$ cat src/rtl/plm_pkg.sv
package plm_pkg;

    localparam int PAT_W      = 32;
    localparam int SEL_W      = $clog2(PAT_W);
    localparam int QRSS_TAP_A = 16;
    localparam int QRSS_TAP_B = 19;
    localparam int QRSS_RUN   = 14;
    localparam int N_LANES    = 2;
    localparam int LANE_BITS  = 0;
    localparam int LANE_ERRS  = 1;

    typedef enum logic [1:0] {
        ST_LOAD   = 2'd0,
        ST_VERIFY = 2'd1,
        ST_LOCKED = 2'd2
    } sync_state_t;

    typedef struct packed {
        logic [SEL_W-1:0] len_m1;
        logic [SEL_W-1:0] tap_m1;
        logic             prbs;
        logic             qrss;
    } pat_cfg_t;

    // next bit fed back into stage 1
    function automatic logic pat_feedback(logic [PAT_W-1:0] s, pat_cfg_t c);
        logic fb;
        if (c.qrss)
            fb = s[QRSS_TAP_A] ^ s[QRSS_TAP_B];
        else if (c.prbs)
            fb = s[c.len_m1] ^ s[c.tap_m1];
        else
            fb = s[c.len_m1];
        if ((c.qrss || c.prbs) && (s[PAT_W-2:0] == '0))
            fb = 1'b1;
        return fb;
    endfunction

    // bit expected on the line
    function automatic logic pat_emit(logic [PAT_W-1:0] s, pat_cfg_t c);
        logic b;
        b = pat_feedback(s, c);
        if (c.qrss && (s[QRSS_RUN-1:0] == '0))
            b = 1'b1;
        return b;
    endfunction

endpackage

$ cat src/rtl/plm_ref_gen.sv
module plm_ref_gen
    import plm_pkg::*;
(
    input  logic     clk,
    input  logic     rst,
    input  logic     adv,
    input  logic     load_mode,
    input  logic     rx_bit,
    input  pat_cfg_t cfg,
    output logic     exp_bit
);

    logic [PAT_W-1:0] shreg_q;
    logic             fb;

    always_comb begin
        fb      = pat_feedback(shreg_q, cfg);
        exp_bit = pat_emit(shreg_q, cfg);
    end

    always_ff @(posedge clk) begin
        if (rst) begin
            shreg_q <= '0;
        end else if (adv) begin
            if (load_mode)
                shreg_q <= {shreg_q[PAT_W-2:0], rx_bit};
            else
                shreg_q <= {shreg_q[PAT_W-2:0], fb};
        end
    end

endmodule

$ cat src/rtl/plm_err_window.sv
module plm_err_window #(
    parameter int WIN_LEN   = 64,
    parameter int ERR_LIMIT = 6,
    localparam int SUM_W    = $clog2(WIN_LEN + 1)
) (
    input  logic             clk,
    input  logic             rst,
    input  logic             clear,
    input  logic             push,
    input  logic             err_in,
    output logic             trip,
    output logic [SUM_W-1:0] sum
);

    logic [WIN_LEN-1:0] hist_q;
    logic [SUM_W-1:0]   sum_q;
    logic [SUM_W-1:0]   sum_nxt;

    always_comb begin
        sum_nxt = sum_q + SUM_W'(err_in) - SUM_W'(hist_q[WIN_LEN-1]);
        trip    = push && (sum_nxt >= SUM_W'(ERR_LIMIT));
        sum     = sum_q;
    end

    always_ff @(posedge clk) begin
        if (rst || clear) begin
            hist_q <= '0;
            sum_q  <= '0;
        end else if (push) begin
            hist_q <= {hist_q[WIN_LEN-2:0], err_in};
            sum_q  <= sum_nxt;
        end
    end

endmodule

$ cat src/rtl/plm_sync_fsm.sv
module plm_sync_fsm
    import plm_pkg::*;
#(
    parameter int LOAD_BITS = 32,
    parameter int LOCK_RUN  = 32,
    localparam int PH_MAX   = (LOAD_BITS > LOCK_RUN) ? LOAD_BITS : LOCK_RUN,
    localparam int PH_W     = $clog2(PH_MAX + 1)
) (
    input  logic        clk,
    input  logic        rst,
    input  logic        rx_en,
    input  logic        load_rise,
    input  logic        mismatch,
    input  logic        win_trip,
    output sync_state_t state
);

    sync_state_t     st_q;
    logic [PH_W-1:0] ph_q;

    always_ff @(posedge clk) begin
        if (rst) begin
            st_q <= ST_LOAD;
            ph_q <= '0;
        end else if (load_rise) begin
            st_q <= ST_LOAD;
            ph_q <= '0;
        end else if (rx_en) begin
            case (st_q)
                ST_LOAD: begin
                    if (ph_q == PH_W'(LOAD_BITS - 1)) begin
                        st_q <= ST_VERIFY;
                        ph_q <= '0;
                    end else begin
                        ph_q <= ph_q + 1'b1;
                    end
                end
                ST_VERIFY: begin
                    if (mismatch) begin
                        st_q <= ST_LOAD;
                        ph_q <= '0;
                    end else if (ph_q == PH_W'(LOCK_RUN - 1)) begin
                        st_q <= ST_LOCKED;
                        ph_q <= '0;
                    end else begin
                        ph_q <= ph_q + 1'b1;
                    end
                end
                ST_LOCKED: begin
                    if (win_trip) begin
                        st_q <= ST_LOAD;
                        ph_q <= '0;
                    end
                end
                default: begin
                    st_q <= ST_LOAD;
                    ph_q <= '0;
                end
            endcase
        end
    end

    assign state = st_q;

endmodule

$ cat src/rtl/plm_sat_lane.sv
module plm_sat_lane #(
    parameter int W = 32
) (
    input  logic         clk,
    input  logic         rst,
    input  logic         inc,
    input  logic         snap,
    output logic [W-1:0] run,
    output logic [W-1:0] held
);

    localparam logic [W-1:0] TOP = '1;

    logic [W-1:0] run_q;
    logic [W-1:0] held_q;

    always_ff @(posedge clk) begin
        if (rst) begin
            run_q  <= '0;
            held_q <= '0;
        end else if (snap) begin
            held_q <= run_q;
            run_q  <= W'(inc);
        end else if (inc && (run_q != TOP)) begin
            run_q <= run_q + 1'b1;
        end
    end

    assign run  = run_q;
    assign held = held_q;

endmodule

$ cat src/rtl/prbs_lock_monitor.sv
module prbs_lock_monitor
    import plm_pkg::*;
#(
    parameter int CNT_W     = 32,
    parameter int WIN_LEN   = 64,
    parameter int ERR_LIMIT = 6,
    parameter int LOAD_BITS = 32,
    parameter int LOCK_RUN  = 32,
    localparam int SUM_W    = $clog2(WIN_LEN + 1)
) (
    input  logic             clk,
    input  logic             rst,
    input  logic             rx_en,
    input  logic             rx_bit,
    input  logic [SEL_W-1:0] cfg_len,
    input  logic [SEL_W-1:0] cfg_tap,
    input  logic             cfg_prbs,
    input  logic             cfg_qrss,
    input  logic             load_req,
    input  logic             pm_update,
    output logic             out_of_sync,
    output logic             err_present,
    output logic [CNT_W-1:0] bit_count_q,
    output logic [CNT_W-1:0] err_count_q
);

    pat_cfg_t         cfg;
    sync_state_t      state;
    logic             load_q;
    logic             load_rise;
    logic             exp_bit;
    logic             mismatch;
    logic             win_push;
    logic             win_clear;
    logic             win_trip;
    logic [SUM_W-1:0] win_sum;
    logic [N_LANES-1:0] lane_inc;
    logic [CNT_W-1:0] lane_run  [N_LANES];
    logic [CNT_W-1:0] lane_held [N_LANES];
    logic [CNT_W-1:0] bit_run;

    always_comb begin
        cfg.len_m1 = cfg_len;
        cfg.tap_m1 = cfg_tap;
        cfg.prbs   = cfg_prbs;
        cfg.qrss   = cfg_qrss;
    end

    always_ff @(posedge clk) begin
        if (rst) load_q <= 1'b0;
        else     load_q <= load_req;
    end

    assign load_rise = load_req && !load_q;
    assign mismatch  = rx_bit ^ exp_bit;
    assign win_push  = rx_en && (state == ST_LOCKED);
    assign win_clear = (state != ST_LOCKED);

    plm_ref_gen u_gen (
        .clk       (clk),
        .rst       (rst),
        .adv       (rx_en),
        .load_mode (state == ST_LOAD),
        .rx_bit    (rx_bit),
        .cfg       (cfg),
        .exp_bit   (exp_bit)
    );

    plm_sync_fsm #(
        .LOAD_BITS (LOAD_BITS),
        .LOCK_RUN  (LOCK_RUN)
    ) u_fsm (
        .clk       (clk),
        .rst       (rst),
        .rx_en     (rx_en),
        .load_rise (load_rise),
        .mismatch  (mismatch),
        .win_trip  (win_trip),
        .state     (state)
    );

    plm_err_window #(
        .WIN_LEN   (WIN_LEN),
        .ERR_LIMIT (ERR_LIMIT)
    ) u_win (
        .clk    (clk),
        .rst    (rst),
        .clear  (win_clear),
        .push   (win_push),
        .err_in (mismatch),
        .trip   (win_trip),
        .sum    (win_sum)
    );

    assign lane_inc[LANE_BITS] = rx_en;
    assign lane_inc[LANE_ERRS] = win_push && mismatch;

    for (genvar g = 0; g < N_LANES; g++) begin : g_lane
        plm_sat_lane #(.W(CNT_W)) u_lane (
            .clk  (clk),
            .rst  (rst),
            .inc  (lane_inc[g]),
            .snap (pm_update),
            .run  (lane_run[g]),
            .held (lane_held[g])
        );
    end

    assign bit_run     = lane_run[LANE_BITS];
    assign out_of_sync = (state != ST_LOCKED);
    assign err_present = (lane_run[LANE_ERRS] != '0);
    assign bit_count_q = lane_held[LANE_BITS];
    assign err_count_q = lane_held[LANE_ERRS];

endmodule


$ cat config.mk
export PLATFORM = sky130hd
export DESIGN_NAME = prbs_lock_monitor
export DESIGN_NICKNAME = d
export VERILOG_FILES = /design/src/rtl/plm_pkg.sv /design/src/rtl/plm_ref_gen.sv /design/src/rtl/plm_err_window.sv /design/src/rtl/plm_sync_fsm.sv /design/src/rtl/plm_sat_lane.sv /design/src/rtl/prbs_lock_monitor.sv
export SDC_FILE = /design/constraint.sdc
export NUM_CORES = 1
export LEC_CHECK = 0
export ABC_AREA = 1
export BUFFER_PORTS_ARGS = -buffer_cell sky130_fd_sc_hd__buf_2
export CORE_AREA = 2 2 169 171
export DETAILED_ROUTE_END_ITERATION = 8
export DIE_AREA = 0 0 171 173
export GPL_TIMING_DRIVEN = 0
export PLACE_DENSITY = 0.61
export RECOVER_POWER = 50
export SYNTH_ARGS = -nofsm -noshare
export SYNTH_HDL_FRONTEND = slang
export SYNTH_SLANG_ARGS = --single-unit
$ cat constraint.sdc
create_clock -name clk -period 9.9 [get_ports clk]
set_input_delay 1.98 -clock clk [delete_from_list [all_inputs] [get_ports clk]]
set_output_delay 1.98 -clock clk [all_outputs]
set_load 0.01 [all_outputs]
---- Word level (Yosys, flattened, before mapping) ----
Cells that the tools add are included.
operators by class
  add/sub/neg operators ................... 5
  $lt $le $gt $ge ......................... 3
  eq/ne operators ......................... 9
  muxes and demuxes ....................... 22
  bitwise logic cells ..................... 3
  reductions and logical operators ........ 21
operators with widths
  kind                                                                                 count
  32-bit by 1-bit adder with 32-bit output, second input constant                      2
  32-bit inequality test, second input constant                                        2
  32-bit nonzero test                                                                  1
  31-bit zero test                                                                     1
  6-bit two-way mux                                                                    3
  6-bit case mux with 3 select lines                                                   1
  14-bit zero test                                                                     1
  5-bit by 6-bit < comparator with 1-bit output, second input constant                 2
  1-bit two-way mux                                                                    11
  1-bit binary-select mux with 5-bit select                                            2
  1-bit logical AND                                                                    8
  2-bit two-way mux                                                                    4
  7-bit by 1-bit adder with 7-bit output                                               1
  7-bit by 3-bit greater-or-equal comparator with 1-bit output, second input constant  1
  7-bit by 1-bit subtractor with 7-bit output                                          1
  6-bit by 1-bit adder with 6-bit output, second input constant                        1
  6-bit by 5-bit equality test with 1-bit output, second input constant                1
  2-bit case mux with 3 select lines                                                   1
  2-bit by 1-bit inequality test with 1-bit output, second input constant              2
  4-bit AND reduction                                                                  1
  2-bit nonzero test                                                                   2
  2-bit OR reduction                                                                   2
  3-bit by 2-bit inequality test with 1-bit output, second input constant              1
  1-bit XOR                                                                            3
  other kinds (7)                                                                      8
storage, ports and cells
  flip-flop bits (word level) ............. 240
  bits of input ports ..................... 18
  output and inout port bits .............. 66
  logic and storage cells ................. 75

---- Depth between registers and ports, before layout ----
Gate-level depths: netlist of the first run.
  depth after elaboration ................. 14
  depth in mapped cells ................... 35
  gate-level depth less buffers ........... 32

---- Cells and area by module ----
A second synthesis of the first run with hierarchy kept.
unflattened totals
  cell total of the unflattened synthesis .. 1789
  area, all modules ....................... 12281.8 um2
by module, submodules not included
  module             instances  cells an instance  area each (um2)  sequential area each (um2)
  plm_sat_lane       2          484                3305.7           1281.2
  plm_err_window     1          377                2971.6           1421.4
  plm_ref_gen        1          318                1958.1           640.6
  plm_sync_fsm       1          69                 494.2            160.2
  prbs_lock_monitor  1          57                 246.5            20.0

---- Worst setup path before layout of the first run ----
OpenSTA, ideal clock, no wires.
  kind .................................... input port to flip-flop
  start point ............................. input port cfg_tap[0]
  end point ............................... register u_fsm.st_q[0] (netlist: u_fsm.state[0])
  setup time .............................. 0.113 ns
  arrival time ............................ 5.298 ns
  required time ........................... 9.787 ns
  path slack .............................. 4.489 ns
  stages on the path ...................... 34
  path buffers ............................ 3
  path through ............................ buf_6 > inv_6 > buf_6 > nand2_1 > nand3_1 > nand3_1 > nand2_1 > nand2_1 > nand3_1 > inv_2 > nor2_1 > nand2_1 > nand3_2 > nand2_2 > nand3_1 > nand2_2 > nand2_4 > buf_2 > ha_1 > inv_1 > fa_1 > o21ai_1 > a21oi_1 > nor2_1 > nor2_1 > xor2_1 > nor2_1 > nand2_1 > o31ai_4 > inv_1 > nand3_1 > nand2_1 > nand2_1 > nor2_1
on the way
  longest elaborated chain between the ends .. 14
  elaborated cells on any way between the ends .. 17
  those cells by class .................... add/sub (2); order compare (1); eq/ne (2); mux (8); bitwise (2); reduce/logical (2)
RTL lines
  element                                                            RTL line                 RTL
  start, declared                                                    prbs_lock_monitor.sv:16  input logic [SEL_W-1:0] cfg_tap,
  1-bit binary-select mux with 5-bit select (*)                      plm_pkg.sv:31            fb = s[c.len_m1] ^ s[c.tap_m1];
  1-bit two-way mux (implied by the code) (*)                        plm_pkg.sv:31
  1-bit XOR (*)                                                      plm_pkg.sv:31
  1-bit two-way mux (*)                                              plm_pkg.sv:30            else if (c.prbs)
  1-bit two-way mux (*)                                              plm_pkg.sv:28            if (c.qrss)
  1-bit two-way mux (*)                                              plm_pkg.sv:34            if ((c.qrss || c.prbs) && (s[PAT_W-2:0] == '0))
  1-bit two-way mux (*)                                              plm_pkg.sv:43            if (c.qrss && (s[QRSS_RUN-1:0] == '0))
  1-bit XOR (*)                                                      prbs_lock_monitor.sv:55  assign mismatch = rx_bit ^ exp_bit;
  via mismatch                                                       prbs_lock_monitor.sv:32  logic mismatch;
  7-bit by 1-bit adder with 7-bit output                             plm_err_window.sv:20     sum_nxt = sum_q + SUM_W'(err_in) - SUM_W'(hist_q[WIN_LEN-1]);
  7-bit by 1-bit subtractor with 7-bit output                        plm_err_window.sv:20
  7-bit by 3-bit greater-or-equal comparator with 1-bit output       plm_err_window.sv:21     trip = push && (sum_nxt >= SUM_W'(ERR_LIMIT));
  1-bit logical AND                                                  plm_err_window.sv:21
  2-bit by 1-bit inequality test with 1-bit output (no source line)  n/a
  4-bit AND reduction (no source line)                               n/a
  end signal, assigned                                               plm_sync_fsm.sv:23       st_q <= ST_LOAD;
  end signal, assigned                                               plm_sync_fsm.sv:26       st_q <= ST_LOAD;
  end signal, assigned                                               plm_sync_fsm.sv:32       st_q <= ST_VERIFY;
  end, declared                                                      plm_sync_fsm.sv:18       sync_state_t st_q;
The timed path passes the listed nets; every way through them passes the cells marked *. The select of a mux whose other input is x is not followed.
A chain may end at the register's enable or synchronous reset.

---- Final worst setup path of the first run ----
  start point ............................. input port cfg_len[1]
  end point ............................... register u_fsm.st_q[0] (netlist: u_fsm.state[0])
on the way
  longest elaborated chain between the ends .. 14
  elaborated cells on any way between the ends .. 17
  those cells by class .................... add/sub (2); order compare (1); eq/ne (2); mux (8); bitwise (2); reduce/logical (2)
RTL lines
  element                                                            RTL line                      RTL
  start, declared                                                    prbs_lock_monitor.sv:15       input logic [SEL_W-1:0] cfg_len,
  1-bit binary-select mux with 5-bit select (*)                      plm_pkg.sv:31, plm_pkg.sv:33
  1-bit two-way mux (implied by the code) (*)                        plm_pkg.sv:31, plm_pkg.sv:33
  1-bit XOR                                                          plm_pkg.sv:31
  1-bit two-way mux (*)                                              plm_pkg.sv:30
  1-bit two-way mux (*)                                              plm_pkg.sv:28
  1-bit two-way mux (*)                                              plm_pkg.sv:34
  1-bit two-way mux (*)                                              plm_pkg.sv:43
  1-bit XOR (*)                                                      prbs_lock_monitor.sv:55
  via mismatch                                                       prbs_lock_monitor.sv:32
  7-bit by 1-bit adder with 7-bit output                             plm_err_window.sv:20
  7-bit by 1-bit subtractor with 7-bit output                        plm_err_window.sv:20
  7-bit by 3-bit greater-or-equal comparator with 1-bit output       plm_err_window.sv:21
  1-bit logical AND                                                  plm_err_window.sv:21
  2-bit by 1-bit inequality test with 1-bit output (no source line)  n/a
  4-bit AND reduction (no source line)                               n/a
Marks and branches as above.

==> Flow_metrics.wiki, run 1 <==
{| class="wikitable"
! Metric !! Value
|-
| Outcome || finished clean
|-
| Static leakage || 5.02 nW
|-
| Beginning of the worst register-to-register path || u_gen.shreg_q[18]
|-
| Pins Over Slew Limit || 0
|-
| TritonCTS clock tree || built
|-
| Max transition margin || a little under half
|-
| Utilization after layout || 45.9%
|-
| Sum of net half-perimeters after detailed placement || 21900 um
|-
| Most used cell along the critical path || nand2_1
|-
| Number of resized instances in the post-cts repair step || 0
|-
| Most used cells in the layout excluding fill and tap cells || 291 x nor2_1, 240 x dfxtp_1, 228 x nand2_1
|-
| Cell Count, Final, Fillers Out || 2044
|-
| Vertical die dimension || 173 um
|-
| Final antenna-violating net count || 0
|-
| Global placer's final weighted congestion || between 0.8 and 0.9
|-
| Cell area after synthesis || 11000 um2
|-
| Slew at the pin with the worst max-slew slack || between 700 and 800 ps
|-
| PD cells || 173 nW/um2
|-
| Overflow left after global routing || 0
|-
| FF+latch count, synth || 240
|-
| Final setup violation count || 0
|-
| Ratio of final minimum period to clock period || 58.8%
|-
| First DRT Iteration DRCs || 716
|-
| Starting density of the core || 39.7%
|-
| Boundary Pins || 84
|-
| Synth async-reset ratio || 0%
|-
| CP startpoint kind || input pin
|-
| Startpoint of the lowest-slack hold path || g_lane[0].u_lane.run[16]
|-
| Clock insertion delay at the later pin of the skew report || 530 ps
|-
| Total CTS buffers || 27
|-
| Ys Warns || 0
|-
| Clock transition at the registers of the reported paths || 60 ps
|-
| R2R depth || 23
|-
| First-pass GRT wire length || roughly 49000 um
|-
| Core area || 27600 um2
|-
| Unrepaired setup endpoints after global routing || false
|-
| Sequential-to-total area share from yosys stat || 43.8%
|-
| Footprint of the multi-input gates || approximately 5300 um2
|-
| Full die area || 29600 um2
|-
| Number of nets in the synthesized netlist || 1569
|-
| Most common cell after layout, fill and taps aside || nor2_1
|-
| Initial antenna violation count || 0
|-
| Delay contributed by the slowest stage of the critical path || 420 ps
|-
| Total Negative Setup Slacks || 0 ps
|-
| Floorplan die width || 171 um
|-
| F_max || between 0.15 and 0.2 GHz
|-
| Arrival @ worst endpoint || 6240 ps
|-
| WHS Path Cells || 1
|-
| Vias post-DR || 10400
|-
| Overall global routing resource usage || 19.8%
|-
| Vias in the first global route || 9584
|-
| Post-CTS Setup Bufs || 0
|-
| Final hold violation count || 0
|-
| Crit Path Category || in -> reg
|-
| Max stage delay cell, worst path || clkbuf_1
|-
| CTS root buffer || clkbuf_16
|-
| First drt pass iteration count || 6
|-
| Ratio of cells with drive above 1 in the final layout || 5.76%
|-
| Avg Inst Size Synth || around 7.1 um2
|-
| Max clock buf depth || 3
|-
| Number of library cell types mapped by synthesis || 44
|-
| Path type of the worst min-delay path || reg -> reg
|-
| Port buffer count || 78
|-
| Post-route DRC violation count || 0
|-
| Gate Count Post-Synth || 1539
|-
| CTS H-Tree Depth || 1
|-
| Max rail drop VDD || 0.000126 V
|-
| Sequential standard cell area || approximately 4800 um2
|-
| Count of placed standard cells including taps || 1995
|-
| Prevailing post-synth register cell || dfxtp_1
|-
| Ratio of routed vias to standard cells || 5.09
|-
| Number of sinks driven by the clock tree || 240
|-
| Largest net degree at the start of global routing || 14
|-
| Signed area change from the synthesized netlist to the final layout || 15.4%
|-
| Hold-fix buffers, CTS || 0
|-
| Total Wirelength || roughly 30000 um
|-
| CP Max Fanout || 10
|-
| Post-synth EDFFs || 0
|-
| Time the worst path needs with I/O delays and setup || 5820 ps
|-
| Beginning of the critical path || cfg_len[1]
|-
| Number of fill cells in the layout || 2951
|-
| Max cap viols || 0
|-
| Kind of capture point of the worst setup path || flop
|-
| Routed wire per std cell || 14.6 um
|-
| Number of diodes added for antenna fixing || 0
|-
| WP data required || 10320 ps
|-
| Final net count || 1676
|-
| Standard-cell row count || 61
|-
| Clock skew after layout || about 15 ps
|}
==> cell usage after synthesis, types with 2 or more instances <==
library cell,instances,area (um2)
a21oi_1,119,596
a31oi_1,2,12.5
buf_2,9,45.0
buf_6,7,78.8
buf_8,3,45.0
clkbuf_1,58,218
clkinv_1,2,7.51
dfxtp_1,240,4800
ha_1,11,138
inv_1,117,439
inv_2,6,22.5
nand2_1,227,852
nand2_2,3,18.8
nand3_1,72,360
nand3_2,3,30.0
nand3b_1,3,22.5
nand4_1,44,275
nor2_1,289,1080
nor2_2,3,18.8
nor3_1,36,180
nor3_2,3,30.0
nor3b_1,2,15.0
nor4_1,25,156
o211ai_1,2,15.0
o21ai_0,191,956
o21ai_1,6,30.0
or2_2,2,12.5
or4_1,3,22.5
xnor2_1,2,17.5
xor2_1,35,307
==> power breakdown <==
group | switching (mW) | leakage (nW) | internal, mW | total (mW)
Combinational | 0.0919 | 2.61 | 0.0454 | 0.137
Clock | 0.395 | 0.457 | 0.655 | 1.05
Sequential | 0.0195 | 1.95 | 0.988 | 1.01
==> critical path: cells and delay by family <==
family,cells,cell delay (ps)
and+or+nand+nor,20,1690
buffers and inverters,6,1060
adders and majority gates,2,610
xor gates and xnor gates,1,150
AOI/OAI and AO/OA,3,710
==> final cells by class <==
type	count	area share, %
buffer	79	3.13
clock buffer	37	5.86
clock inverter	12	1.51
inverter	127	3.86
multi-input combinational	1093	41.6
sequential	240	37.9
tap	378	3.73
timing repair buffer	78	2.43
==> kinds of logic (layout without fill, tap and decap cells) <==
kind of cell / after synthesis / after routing / synth area share, %
and+or+nand+nor: 723 / 723 / 28.9
DFF: 240 / 240 / 43.8
xor gates and xnor gates: 37 / 37 / 2.95
adders and majority gates: 12 / 12 / 1.44
AOI/OAI and AO/OA: 321 / 321 / 14.8
buffers and inverters: 206 / 333 / 8.08
==> registers in the layout, indices dropped and copies added, names as in the netlist <==
| name | count |
|---|---|
| g_lane.u_lane.run | 64 |
| u_win.sum | 7 |
| u_fsm.ph_q | 6 |
| load_q | 1 |
| u_win.hist_q | 64 |
| u_gen.shreg_q | 32 |
| u_fsm.state | 2 |
| g_lane.u_lane.held | 64 |
==> path summary, 6_finish.rpt <==
path	to	slack (ps)
worst max-delay path	u_fsm.state[0]	4080
worst min-delay path	g_lane[0].u_lane.run[16]	450
worst max register to register	u_fsm.state[0]	5610
worst min register to register	g_lane[0].u_lane.run[16]	450
==> per-stage QoR <==
step / cell area [um2] / hold WS (ps) / total power [mW] / setup slack [ps]
finish: 12700 / 452 / 2.20 / 4080
global route: 12700 / 485 / 2.28 / 3660
CTS: 12800 / 455 / 2.22 / 4400
detailed placement: 11800 / 444 / 1.17 / 3860
global placement: 11800 / 436 / 1.17 / 3870
floorplan: 11000 / 422 / 1.12 / 4490
==> layer usage <==
layer / vias to the layer above / share of wire (%) / GRT usage (%)
li1: 5303 / - / -
met1: 4835 / 49 / 28.1
met2: 227 / 44 / 31.4
met3: 38 / 4.8 / 3.00
met4: 0 / 1.9 / 4.87
met5: - / 0 / 0
Note: power is estimated with default switching activity, not from simulation.
==> inputs of run 2 (changes only) <==
==> constraint.sdc (replaced) <==
create_clock -name clk -period 5.4 [get_ports clk]
set_input_delay 1.08 -clock clk [delete_from_list [all_inputs] [get_ports clk]]
set_output_delay 1.08 -clock clk [all_outputs]
set_load 0.01 [all_outputs]
==> run 2 against run 1 <==
Clock power is 83% higher. Sequential cell count stayed put. Final cell count stayed put. Utilization hardly changed. Non-clock buffer count stayed put. Combinational power is 84% higher. Register-to-register slack worse by 4500 ps. First-iteration DRC count is 3.8% higher. Routed wire length hardly changed. Clock skew is 0.67 ps higher. Sequential power is 83% higher. Global-route usage stayed put. Critical path type unchanged.
==> Flow_metrics.wiki, run 2 (synthesized netlist as in run 1, its figures left out) <==
{| class="wikitable"
! Metric !! Value
|-
| Routed wire per std cell || 14.6 um (about the same)
|-
| Signed area change from the synthesized netlist to the final layout || 15.5% (was 15.4%)
|-
| Standard-cell row count || 61 (unchanged)
|-
| Core area || 27600 um2 (unchanged)
|-
| Number of resized instances in the post-cts repair step || 0 (unchanged)
|-
| Final net count || 1676 (unchanged)
|-
| Kind of capture point of the worst setup path || flop (unchanged)
|-
| Port buffer count || 78 (unchanged)
|-
| Starting density of the core || 39.7% (unchanged)
|-
| Routing usage on met2 || 31.4% (unchanged)
|-
| Slew at the pin with the worst max-slew slack || 765 ps (was 775 ps)
|-
| CP Max Fanout || 10 (unchanged)
|-
| F_max || about 0.22 GHz
|-
| First drt pass iteration count || 5 (was 6)
|-
| Final Instance Area || 12700 um2 (about the same)
|-
| Met3 layer usage reported by global route || 3.00% (unchanged)
|-
| Placement-stage cell area || 11800 um2 (unchanged)
|-
| R2R depth || 23 (unchanged)
|-
| Number of sinks driven by the clock tree || 240 (unchanged)
|-
| Hold-critical path endpoint || g_lane[0].u_lane.run[16] (unchanged)
|-
| Final antenna-violating net count || 0 (unchanged)
|-
| Max clock buf depth || 3 (unchanged)
|-
| Largest net degree at the start of global routing || 14 (unchanged)
|-
| Startpoint of the lowest-slack hold path || g_lane[0].u_lane.run[16] (unchanged)
|-
| Global placer's final weighted congestion || 0.885 (unchanged)
|-
| Max transition margin || 48.6% (was 47.9%)
|-
| Arrival @ worst endpoint || 5060 ps (was 6240 ps)
|-
| Count of placed standard cells including taps || 1995 (unchanged)
|-
| CTS root buffer || clkbuf_16 (unchanged)
|-
| Vias post-DR || 10400 (about the same)
|-
| Sum of net half-perimeters after detailed placement || 21900 um (unchanged)
|-
| PD cells || 317 nW/um2 (was 173 nW/um2)
|-
| Final setup violation count || 0 (unchanged)
|-
| Total Negative Setup Slacks || 0 ps (unchanged)
|-
| Floorplan die width || 171 um (unchanged)
|-
| Hold-fix buffers, CTS || 0 (unchanged)
|-
| Met1 track utilization from global routing || 28.1% (unchanged)
|-
| Vias in the first global route || 9584 (unchanged)
|-
| Beginning of the worst register-to-register path || u_gen.shreg_q[18] (unchanged)
|-
| Overflow left after global routing || 0 (unchanged)
|-
| Clock transition at the registers of the reported paths || 60 ps (about the same)
|-
| WP data required || 5820 ps (was 10320 ps)
|-
| CP startpoint kind || input pin (unchanged)
|-
| TritonCTS clock tree || built (unchanged)
|-
| Outcome || finished clean (unchanged)
|-
| Most used cells in the layout excluding fill and tap cells || 291 x nor2_1, 240 x dfxtp_1, 228 x nand2_1 (unchanged)
|-
| Pins Over Slew Limit || 0 (unchanged)
|-
| Unrepaired setup endpoints after global routing || false (unchanged)
|-
| Boundary Pins || 84 (unchanged)
|-
| Static leakage || 5.03 nW (was 5.02 nW)
|-
| Initial antenna violation count || 0 (unchanged)
|-
| Number of diodes added for antenna fixing || 0 (unchanged)
|-
| Vertical die dimension || 173 um (unchanged)
|-
| Time the worst path needs with I/O delays and setup || between 4000 and 5000 ps
|-
| Ratio of routed vias to standard cells || 5.11 (was 5.09)
|-
| Reg2reg end || u_fsm.state[0] (unchanged)
|-
| Crit Path Category || in -> reg (unchanged)
|-
| Ratio of cells with drive above 1 in the final layout || 5.94% (was 5.76%)
|-
| Setup slack of the worst register-to-register path || 1110 ps (was 5610 ps)
|-
| Ratio of final minimum period to clock period || a little under nine tenths
|-
| Most used cell along the critical path || nand2_1 (unchanged)
|-
| Clock skew after layout || 15.5 ps (was 14.8 ps)
|-
| Delay contributed by the slowest stage of the critical path || 410 ps (was 420 ps)
|-
| WHS Path Cells || 1 (unchanged)
|-
| Max cap viols || 0 (unchanged)
|-
| Post-route DRC violation count || 0 (unchanged)
|-
| First DRT Iteration DRCs || 743 (was 716)
|-
| Full die area || 29600 um2 (unchanged)
|-
| Total Wirelength || 29800 um (about the same)
|-
| Overall global routing resource usage || 19.8% (unchanged)
|-
| Final hold violation count || 0 (unchanged)
|-
| First-pass GRT wire length || 48600 um (unchanged)
|-
| Clock insertion delay at the later pin of the skew report || 530 ps (about the same)
|-
| Max stage delay cell, worst path || fa_1 (was clkbuf_1)
|-
| CTS H-Tree Depth || 1 (unchanged)
|-
| Post-CTS Setup Bufs || 0 (unchanged)
|-
| Cell Count, Final, Fillers Out || 2044 (unchanged)
|-
| Max rail drop VDD || 0.000231 V (was 0.000126 V)
|-
| Total CTS buffers || 27 (unchanged)
|-
| Path type of the worst min-delay path || reg -> reg (unchanged)
|-
| Most used routing layer || met2 (unchanged)
|-
| Most common cell after layout, fill and taps aside || nor2_1 (unchanged)
|}
==> run 2: cell count changes in the layout (fill, tap and decap cells not counted) <==
cell      delta
buf_2        +2
clkbuf_1     -2
nand4_1      -1
nand4_2      +1
==> run 2: critical path, delay by kind of cell <==
family,cells,cell delay [ps]
adders and majority gates,2,610
xor gates and xnor gates,1,150
buffers and inverters,6,810
AOI/OAI and AO/OA,3,710
and+or+nand+nor,20,1670
==> run 2: stage by stage <==
step | hold slack (ps) | power, mW | util, % | worst slack, ps
detailed placement | 444 | 2.14 | 42.9 | 258
CTS | 455 | 4.08 | 46.3 | 801
global placement | 436 | 2.14 | 42.9 | 268
floorplan | 422 | 2.05 | - | 889
finish | 452 | 4.02 | 45.9 | 751
global route | 485 | 4.18 | 45.9 | 358
==> run 2: worst max path at each step <==
stage	cells after the start	from	slack [ps]	endpoint
after floorplan	34	cfg_tap[0]	890	u_fsm.state[0]
after global placement	34	cfg_len[0]	270	u_fsm.state[0]
after detailed placement	32	cfg_len[1]	260	u_fsm.state[0]
after CTS	32	cfg_len[1]	800	u_fsm.state[0]
after global routing	32	cfg_len[1]	360	u_fsm.state[1]
final	32	cfg_len[1]	750	u_fsm.state[0]
==> run 2: metal layers <==
metal  part of all wire, %  routed length [um]
met1                    49               14600
met2                    45               13300
met3                   4.7                1410
met4                   1.7                 520
met5                     0                   0
==> run 2: final cells by class <==
cell class                      instances  area [um2]
Fill cell                            2947       14900
Buffer                                 79         398
Clock buffer                           37         743
Tap cell                              378         473
Multi-Input combinational cell       1093        5280
Timing Repair Buffer                   78         309
Sequential cell                       240        4800
Clock inverter                         12         191
Inverter                              127         489
==> run 2: power breakdown <==
group	internal, mW	switching (mW)	total [mW]
logic	0.0835	0.169	0.252
clock network	1.20	0.725	1.92
registers	1.81	0.0357	1.85
